`src/rtl/dpm_pkg.sv`:
```
package dpm_pkg;
  localparam int NREQ  = 4;
  localparam int SEL_W = $clog2(NREQ);

  // Requester identities
  localparam int REQ_HOST = 0;
  localparam int REQ_SIG  = 1;
  localparam int REQ_LBUS = 2;
  localparam int REQ_DMA  = 3;

  // A ranking: slot k holds a requester index, slot 0 is the strongest
  typedef logic [NREQ*SEL_W-1:0] rank_t;

  localparam rank_t LOW_RANK  = {SEL_W'(REQ_DMA), SEL_W'(REQ_LBUS),
                                 SEL_W'(REQ_SIG), SEL_W'(REQ_HOST)};
  localparam rank_t HIGH_RANK = {SEL_W'(REQ_HOST), SEL_W'(REQ_DMA),
                                 SEL_W'(REQ_LBUS), SEL_W'(REQ_SIG)};
endpackage

```
`src/rtl/dpm_rank_sel.sv`:
```
module dpm_rank_sel
  import dpm_pkg::*;
#(
  parameter int    N    = NREQ,
  parameter rank_t RANK = LOW_RANK
) (
  input  logic [N-1:0] vld,
  output logic [N-1:0] sel
);
  localparam int W = $clog2(N);

  // Walk from the weakest slot to the strongest so the strongest valid wins
  always_comb begin
    sel = '0;
    for (int k = N - 1; k >= 0; k--) begin
      if (vld[RANK[k*W +: W]]) begin
        sel = '0;
        sel[RANK[k*W +: W]] = 1'b1;
      end
    end
  end
endmodule

```
`src/rtl/dpm_wait_ctr.sv`:
```
module dpm_wait_ctr #(
  parameter int TW = 8,
  localparam int CW = TW + 1
) (
  input  logic          clk,
  input  logic          rst_n,
  input  logic          req,
  input  logic          win,
  input  logic [TW-1:0] to_val,
  output logic          hi
);
  logic [CW-1:0] cnt_q, cnt_d;
  logic          cnt_en;

  always_comb begin
    if (req && !win) cnt_d = (&cnt_q) ? cnt_q : cnt_q + 1'b1;
    else             cnt_d = '0;
    cnt_en = req || (cnt_q != '0);
  end

  always_ff @(posedge clk or negedge rst_n) begin
    if (!rst_n)      cnt_q <= '0;
    else if (cnt_en) cnt_q <= cnt_d;
  end

  assign hi = cnt_q > {1'b0, to_val};
endmodule

```
`src/rtl/dpm_to_bank.sv`:
```
module dpm_to_bank #(
  parameter int N  = 4,
  parameter int TW = 8,
  localparam int SW = $clog2(N)
) (
  input  logic                 clk,
  input  logic                 rst_n,
  input  logic                 we,
  input  logic [SW-1:0]        sel,
  input  logic [TW-1:0]        wdata,
  output logic [N-1:0][TW-1:0] to_o
);
  for (genvar i = 0; i < N; i++) begin : g_to
    logic          wr_en;
    logic [TW-1:0] to_q;

    assign wr_en = we && (sel == SW'(i));

    always_ff @(posedge clk or negedge rst_n) begin
      if (!rst_n)     to_q <= '0;
      else if (wr_en) to_q <= wdata;
    end

    assign to_o[i] = to_q;
  end
endmodule

```
`src/rtl/dpm_arb.sv`:
```
module dpm_arb
  import dpm_pkg::*;
#(
  parameter int TO_W = 8
) (
  input  logic             clk,
  input  logic             rst_n,
  input  logic [NREQ-1:0]  req_i,
  input  logic [NREQ-1:0]  done_i,
  input  logic             to_we_i,
  input  logic [SEL_W-1:0] to_sel_i,
  input  logic [TO_W-1:0]  to_wdata_i,
  output logic [NREQ-1:0]  gnt_o
);
  // Reset: asserted asynchronously, released on a clock edge
  logic [1:0] rsync_q;
  logic       arst_n;

  always_ff @(posedge clk or negedge rst_n) begin
    if (!rst_n) rsync_q <= '0;
    else        rsync_q <= {rsync_q[0], 1'b1};
  end
  assign arst_n = rsync_q[1];

  logic [NREQ-1:0][TO_W-1:0] to_val;
  logic [NREQ-1:0]           hi, cand, sel_hi, sel_lo;
  logic [NREQ-1:0]           gnt_q, gnt_d;
  logic                      rearb;

  dpm_to_bank #(.N(NREQ), .TW(TO_W)) u_to_bank (
    .clk   (clk),
    .rst_n (arst_n),
    .we    (to_we_i),
    .sel   (to_sel_i),
    .wdata (to_wdata_i),
    .to_o  (to_val)
  );

  for (genvar i = 0; i < NREQ; i++) begin : g_wait
    dpm_wait_ctr #(.TW(TO_W)) u_wait (
      .clk    (clk),
      .rst_n  (arst_n),
      .req    (req_i[i]),
      .win    (gnt_d[i]),
      .to_val (to_val[i]),
      .hi     (hi[i])
    );
  end

  // Candidates exclude the current holder (it is finishing or nobody holds)
  assign cand = req_i & ~gnt_q;

  dpm_rank_sel #(.N(NREQ), .RANK(HIGH_RANK)) u_sel_hi (
    .vld (cand & hi),
    .sel (sel_hi)
  );

  dpm_rank_sel #(.N(NREQ), .RANK(LOW_RANK)) u_sel_lo (
    .vld (cand),
    .sel (sel_lo)
  );

  always_comb begin
    rearb = (gnt_q == '0) || ((done_i & gnt_q) != '0);
    if (!rearb)                  gnt_d = gnt_q;
    else if ((cand & hi) != '0)  gnt_d = sel_hi;
    else                         gnt_d = sel_lo;
  end

  always_ff @(posedge clk or negedge arst_n) begin
    if (!arst_n)    gnt_q <= '0;
    else if (rearb) gnt_q <= gnt_d;
  end

  assign gnt_o = gnt_q;
endmodule

```
`config.mk`:
```
export PLATFORM = sky130hd
export DESIGN_NAME = dpm_arb
export DESIGN_NICKNAME = d
export VERILOG_FILES = /design/src/rtl/dpm_pkg.sv /design/src/rtl/dpm_rank_sel.sv /design/src/rtl/dpm_wait_ctr.sv /design/src/rtl/dpm_to_bank.sv /design/src/rtl/dpm_arb.sv
export SDC_FILE = /design/constraint.sdc
export NUM_CORES = 1
export LEC_CHECK = 0
export ABC_AREA = 1
export BUFFER_PORTS_ARGS = -buffer_cell sky130_fd_sc_hd__buf_2
export CAP_MARGIN = 20
export CELL_PAD_IN_SITES_DETAIL_PLACEMENT = 0
export CELL_PAD_IN_SITES_GLOBAL_PLACEMENT = 1
export CORE_UTILIZATION = 41
export CTS_CLUSTER_DIAMETER = 80
export DETAILED_ROUTE_END_ITERATION = 6
export GPL_TIMING_DRIVEN = 0
export HOLD_SLACK_MARGIN = 0.1
export PLACE_DENSITY = 0.86
export SETUP_SLACK_MARGIN = 0.3
export SLEW_MARGIN = 15
export SYNTH_ARGS = -nofsm -noshare
export SYNTH_HDL_FRONTEND = slang
export SYNTH_SLANG_ARGS = --single-unit
```
`constraint.sdc`:
```
create_clock -name clk -period 2.1 [get_ports clk]
set_input_delay 0.315 -clock clk [delete_from_list [all_inputs] [get_ports clk]]
set_output_delay 0.315 -clock clk [all_outputs]
set_load 0.01 [all_outputs]
```
==> qor.yml, run 1 <==
outcome: "complete, but fails checks"
violations: "negative setup slack"
path_cells: "ha_1 > nand2_2 > nor2_2 > nand3b_1 > nand3_1 > nand2_2 > buf_4 > buf_4 > a21oi_2 > nand2_2 > nand2_4 > nand3_4 > nand2_4 > nand2_1 > nand2_1"
worst_path_max_delay_cell: "dfrtp_1"
critPathMaxStageDelay_ns: 0.41
postRouteAntennaNets: 0
power-per-cell-area_mw_per_mm2: 879
finalWorstSetupSlack_ns: -0.116
fp.dieW_um: 109
worstPathArrival_ns: 2.49
synthTopCellsByCount: "nand2_1 (172), inv_1 (115), dfrtp_1 (74)"
synth_edf_count: 0
crit_buf_inv: 2
synthTopCellsByArea: "dfrtp_1 (39%), nand2_1 (14%), ha_1 (12%), inv_1 (9.2%), o21ai_0 (3.7%)"
core-area_sq_mm: 0.0110
grt_max_degree: 55
crit_top_cell: "nand2_2"
grt_usage_pct: 21.5
insertion_delay_ns: 0.33
crit_path_end_kind: "flop"
min_path_type: "reg -> async"
antenna_found_initial: 0
die_area_sq_mm: 0.0119
die_h_um: 109
dr.pass1.iters: 5
slew_viol_final: 0
ys_seq_area_share_pct: 39.3
place_congestion: 0.855
drcViolationCount: 0
drt_iter0_markers: 271
hold_violations: 0
cts-root-buf: "clkbuf_16"
period_share_pct: 106
clk_pin_slew_worst_paths_ns: 0.06
period_needed_ns: 2.22
rsz0062_at_grt: "yes"
place_area_sq_mm: 0.00506
start_util_pct: 42.7
leakagePower_uw: 0.00320
final_nets: 776
grt_pass1_vias: 4149
worst_slew_pin_slew_ns: 0.618
synthFlopType: "dfrtp_1"
clk_path_buf_depth: 2
fp-row-count: 38
cap_violations: 0
routed_wl_mm: 12.1
ir_drop_v: 0.000586
syn_area_sq_mm: 0.00471
tns_ns: -2.45
portBuffers: 24
htreeDepth: 3
syn_avg_cell_area_sq_um: 7.56
setup_violations: 36
num_io_pins: 25
viasPerCell: 5.07
fin_area_sq_mm: 0.00626
async_reset_ff_share_pct: 100
n_antenna_cell: 0
critPathLaunchType: "flop"
crit_family: "simple AND/OR/NAND/NOR gates"
path_max_fanout: 5
cts_tree: "done"
syn_nets: 688
ys_warn_count: 0
required_ns: 2.37
yosysTopAreaCellShare_pct: 39.3
ys_types: 32
via_count: 4332
gr-total-overflow: 0
wl_per_cell_um: 14.1
dp_slack_ns: -0.239
crit_type: "reg -> reg"
fmax_ghz: 0.451
areaGrowthSynthToFinish_pct: 33.1
postLayoutCoreUtil_pct: 56.8
clock-skew-final_ns: 0.00550
yosysMostFrequentCell: "nand2_1"
grt_pass1_wl_mm: 19.5
syn_inst: 623
dpl.hpwl_mm: 7.77
layout-drive-gt1-share_pct: 29.9
slew_headroom_pct: 58.7
synth_top_cell_by_area: "dfrtp_1"
cts_buffers: 9
cts_sinks: 74
ys_ff_latch: 74
## metal layers
| metal | GRT usage (%) | vias up | wire, um |
|---|---|---|---|
| li1 | - | 2174 | - |
| met1 | 26.6 | 2067 | 5460 |
| met2 | 37.0 | 77 | 6040 |
| met3 | 5.32 | 14 | 424 |
| met4 | 5.79 | 0 | 146 |
| met5 | 0 | - | 0 |
## cells by family after synthesis
family                   synth area share [%]
AND/OR/NAND/NOR                          29.1
buffers and inverters                    9.73
flip-flops                               39.3
AO/OA/AOI/OAI                            6.35
adder cells (fa/ha/maj)                  11.7
XOR/XNOR                                 3.72
other                                  0.0797
## layout make-up
cell class / count / area [sq um]
buffer: 4 / 15.0
clock buffer: 11 / 233
clock inverter: 4 / 20.0
fill: 996 / 4770
inverter: 118 / 453
multi-input combinational: 432 / 2980
sequential: 74 / 1870
tap: 140 / 175
timing repair buffer: 72 / 523
## timing repair
action | 4_1_cts | 5_1_grt
cloned | 4 | 1
setup endpoints to repair | 39 | 40
pin swaps | 24 | 42
gates resized for setup | 45 | 78
buffers inserted | 23 | 23
hold buffers | 1 | 0
hold endpoints to repair | 2 | 0
## state kept, by name, summed over array words and instances, names as in the netlist
register             cells
rsync_q                  2
gnt_o                    4
u_to_bank.g_to.to_q     32
g_wait.u_wait.cnt_q     36
## per-stage QoR
| step | hold WS [ns] | total power (uW) | cells |
|---|---|---|---|
| 6_report | 0.220 | 5510 | 855 |
| 3_3_place_gp | 0.100 | 3310 | 787 |
| 4_1_cts | 0.234 | 5070 | 831 |
| 2_1_floorplan | 0.0194 | 2950 | 623 |
| 3_5_place_dp | 0.103 | 3370 | 788 |
| 5_1_grt | 0.252 | 5900 | 855 |
## placed cells by master (no fill, tap or decap), types with 18 or more instances in the layout
master	instances
ha_1	26
inv_1	103
o21ai_0	35
nand3_1	24
ha_4	18
nor2_1	35
xor2_1	18
nand2_2	37
nand4_1	25
buf_4	43
nand2_1	132
buf_2	24
dfrtp_1	62
## where the power goes
| group | internal (uW) | total (uW) | switching, uW |
|---|---|---|---|
| registers | 1640 | 1810 | 178 |
| logic | 937 | 2330 | 1390 |
| clock network | 785 | 1370 | 582 |
## worst paths after layout
| kind | startpoint | end | slack [ns] | depth (start not counted) |
|---|---|---|---|---|
| hold / removal | rsync_q[1]$_DFF_PN0_ | g_wait[3].u_wait.cnt_q[4]$_DFFE_PN0P_ | 0.22 | 0 |
| min in group clk | req_i[2] | g_wait[2].u_wait.cnt_q[0]$_DFFE_PN0P_ | 0.31 | 3 |
| setup / recovery | g_wait[1].u_wait.cnt_q[6]$_DFFE_PN0P_ | g_wait[2].u_wait.cnt_q[2]$_DFFE_PN0P_ | -0.12 | 15 |
| max in group asynchronous | rsync_q[1]$_DFF_PN0_ | g_wait[2].u_wait.cnt_q[6]$_DFFE_PN0P_ | 1.29 | 1 |
| hold reg to reg | rsync_q[1]$_DFF_PN0_ | g_wait[3].u_wait.cnt_q[4]$_DFFE_PN0P_ | 0.22 | 0 |
| setup reg to reg | g_wait[1].u_wait.cnt_q[6]$_DFFE_PN0P_ | g_wait[2].u_wait.cnt_q[2]$_DFFE_PN0P_ | -0.12 | 15 |
Note: power is estimated with default switching activity, not from simulation.
==> run 2, diff against run 1 <==
--- a/config.mk
+++ b/config.mk
@@ -17,6 +17,7 @@
 export HOLD_SLACK_MARGIN = 0.1
 export PLACE_DENSITY = 0.86
 export SETUP_SLACK_MARGIN = 0.3
+export SKIP_LAST_GASP = 1
 export SLEW_MARGIN = 15
 export SYNTH_ARGS = -nofsm -noshare
 export SYNTH_HDL_FRONTEND = slang
==> run 2 against run 1 <==
Against the previous run: the run still ends with negative setup slack left; clock power about the same; sequential power about the same; core utilization down 0.18 points; via count down 0.42%; largest cell class unchanged; largest power group unchanged.
==> qor.yml, run 2 (synthesized netlist as in run 1, its figures left out) <==
viasPerCell: 5.05  # -0.42%
die_area_sq_mm: 0.0119  # unchanged
multi_input_area_sq_mm: 0.00296  # -0.67%
antenna_found_initial: 0  # unchanged
n_antenna_cell: 0  # unchanged
leakagePower_uw: 0.00321  # +0.15%
met3_length_um: 395  # -6.8%
cts_sinks: 74  # unchanged
clk_path_buf_depth: 2  # unchanged
htreeDepth: 3  # unchanged
dpl.hpwl_mm: 7.77  # unchanged
slew_viol_final: 0  # unchanged
grt_max_degree: 55  # unchanged
crit_path_end_kind: "flop"
fp.dieW_um: 109  # unchanged
core-area_sq_mm: 0.0110  # unchanged
dr.pass1.iters: 4  # -1
num_io_pins: 25  # unchanged
ff_latch_area_sq_mm: 0.00187  # unchanged
final_nets: 776  # unchanged
setup_violations: 36  # unchanged
fillers: 1004  # +0.80%
insertion_delay_ns: 0.34  # about the same
outcome: "complete, but fails checks"
wl_met1_mm: 5.48  # +0.35%
violations: "negative setup slack"
postRouteAntennaNets: 0  # unchanged
start_util_pct: 42.7  # unchanged
grt_usage_pct: 21.5  # unchanged
die_h_um: 109  # unchanged
clock-skew-final_ns: 0.00675  # +0.00125 ns
grt_pass1_vias: 4149  # unchanged
layout-drive-gt1-share_pct: 28.7  # -1.3 points
worst_slew_pin_slew_ns: 0.629  # +0.0106 ns
top_register: "g_wait.u_wait.cnt_q"
layout_commonest_cell: "nand2_1"
place_inst: 788  # unchanged
areaGrowthSynthToFinish_pct: 32.6
largest_reg_flops: 36  # unchanged
finalWorstSetupSlack_ns: -0.150  # -0.0341 ns
routed_wl_mm: 12.0  # -0.46%
required_ns: 2.37  # about the same
cts_buffers: 9  # unchanged
route.met2.wl_mm: 6.02  # -0.38%
gr-total-overflow: 0  # unchanged
cap_violations: 0  # unchanged
dp_slack_ns: -0.239  # unchanged
min_path_type: "reg -> async"
rsz0062_at_grt: "yes"
cts_tree: "done"
final_cells: 855  # unchanged
drt_iter0_markers: 207  # -24%
clk_pin_slew_worst_paths_ns: 0.06  # about the same
fp-row-count: 38  # unchanged
path_max_fanout: 6  # +1
postLayoutCoreUtil_pct: 56.6  # -0.18 points
via_count: 4314  # -0.42%
portBuffers: 24  # unchanged
routed.top_layer: "met4"
fin_hold_ws_ns: 0.221  # +0.00164 ns
power-per-cell-area_mw_per_mm2: 886  # +0.74%
slew_headroom_pct: 58.0  # -0.71 points
period_needed_ns: 2.25  # +0.0341 ns
place_congestion: 0.855  # unchanged
wl_per_cell_um: 14.1  # -0.46%
grt_pass1_wl_mm: 19.5  # unchanged
crit_type: "reg -> reg"
fmax_ghz: 0.444  # -1.5%
period_share_pct: 107  # +1.6 points
layout_common_cells: "nand2_1 (133), inv_1 (107), dfrtp_1 (62), buf_4 (43), nand2_2 (35)"
r2r_cells: 13  # -2
cts-root-buf: "clkbuf_16"
worstPathArrival_ns: 2.52  # +0.03 ns
critPathLaunchType: "flop"
hold_violations: 0  # unchanged
drcViolationCount: 0  # unchanged
ir_drop_v: 0.000586  # about the same
run 2: cell types whose count changed in the layout (fill, tap and decap cells not counted), moves of 2 or more:
cell,change
ha_1,+2
ha_4,-2
inv_1,+4
inv_2,-4
nand2_2,-2
run 2: report_power, final:
part / switching, uW / leakage [uW] / internal [uW]
clock network: 588 / 0.000129 / 786
registers: 179 / 0.000949 / 1630
logic: 1400 / 0.00213 / 947
total: 2160 / 0.00321 / 3370
run 2: routing by layer:
metal  up-vias  track usage, %
met5         -               0
met1      2058            26.6
li1       2170               -
met4         0            5.79
met3        13            5.32
met2        73            37.0
run 2: worst max-delay path: stages, from the launching register on:
cell	delay, ns
dfrtp_1	0.41
ha_1	0.30
nand2_2	0.09
nor2_2	0.13
nand3b_1	0.08
nand3_1	0.11
nand2_2	0.09
and2_4	0.19
a21oi_4	0.14
buf_12	0.14
nand4_4	0.19
nand2_4	0.16
nand2_1	0.08
nand2_1	0.06
run 2: path summary, 6_finish.rpt:
kind | startpoint | endpoint | slack [ns]
max | g_wait[1].u_wait.cnt_q[6]$_DFFE_PN0P_ | g_wait[3].u_wait.cnt_q[2]$_DFFE_PN0P_ | -0.15
min | rsync_q[1]$_DFF_PN0_ | g_wait[3].u_wait.cnt_q[4]$_DFFE_PN0P_ | 0.22
max reg2reg | g_wait[1].u_wait.cnt_q[6]$_DFFE_PN0P_ | g_wait[3].u_wait.cnt_q[2]$_DFFE_PN0P_ | -0.15
min reg2reg | rsync_q[1]$_DFF_PN0_ | g_wait[3].u_wait.cnt_q[4]$_DFFE_PN0P_ | 0.22
max in group asynchronous | rsync_q[1]$_DFF_PN0_ | g_wait[2].u_wait.cnt_q[6]$_DFFE_PN0P_ | 1.30
min in group clk | req_i[2] | g_wait[2].u_wait.cnt_q[1]$_DFFE_PN0P_ | 0.30
run 2: layout make-up:
class	count	area share (%)
plain buffers	4	0.240
clock buffers	11	3.73
clock inverters	4	0.321
inverters	118	7.25
multi-input cells	432	47.3
flip-flops and latches	74	29.9
well taps	140	2.81
repair buffers	72	8.38
run 2: what timing repair did:
action	CTS	global route
gates resized for setup	44	74
endpoints found under the setup margin	39	40
cloned	4	1
endpoints found under the hold margin	2	0
hold buffers	1	0
buffers inserted	23	23
pin swaps	24	38
run 2: metrics by stage:
step | instance area, sq um | setup TNS [ns] | power (uW)
global route | 6240 | -6.65 | 5930
finish | 6240 | -3.10 | 5530
floorplan | 4740 | 0 | 2950
global placement | 5030 | -4.44 | 3310
detailed placement | 5060 | -5.47 | 3370
CTS | 5740 | -1.45 | 5070
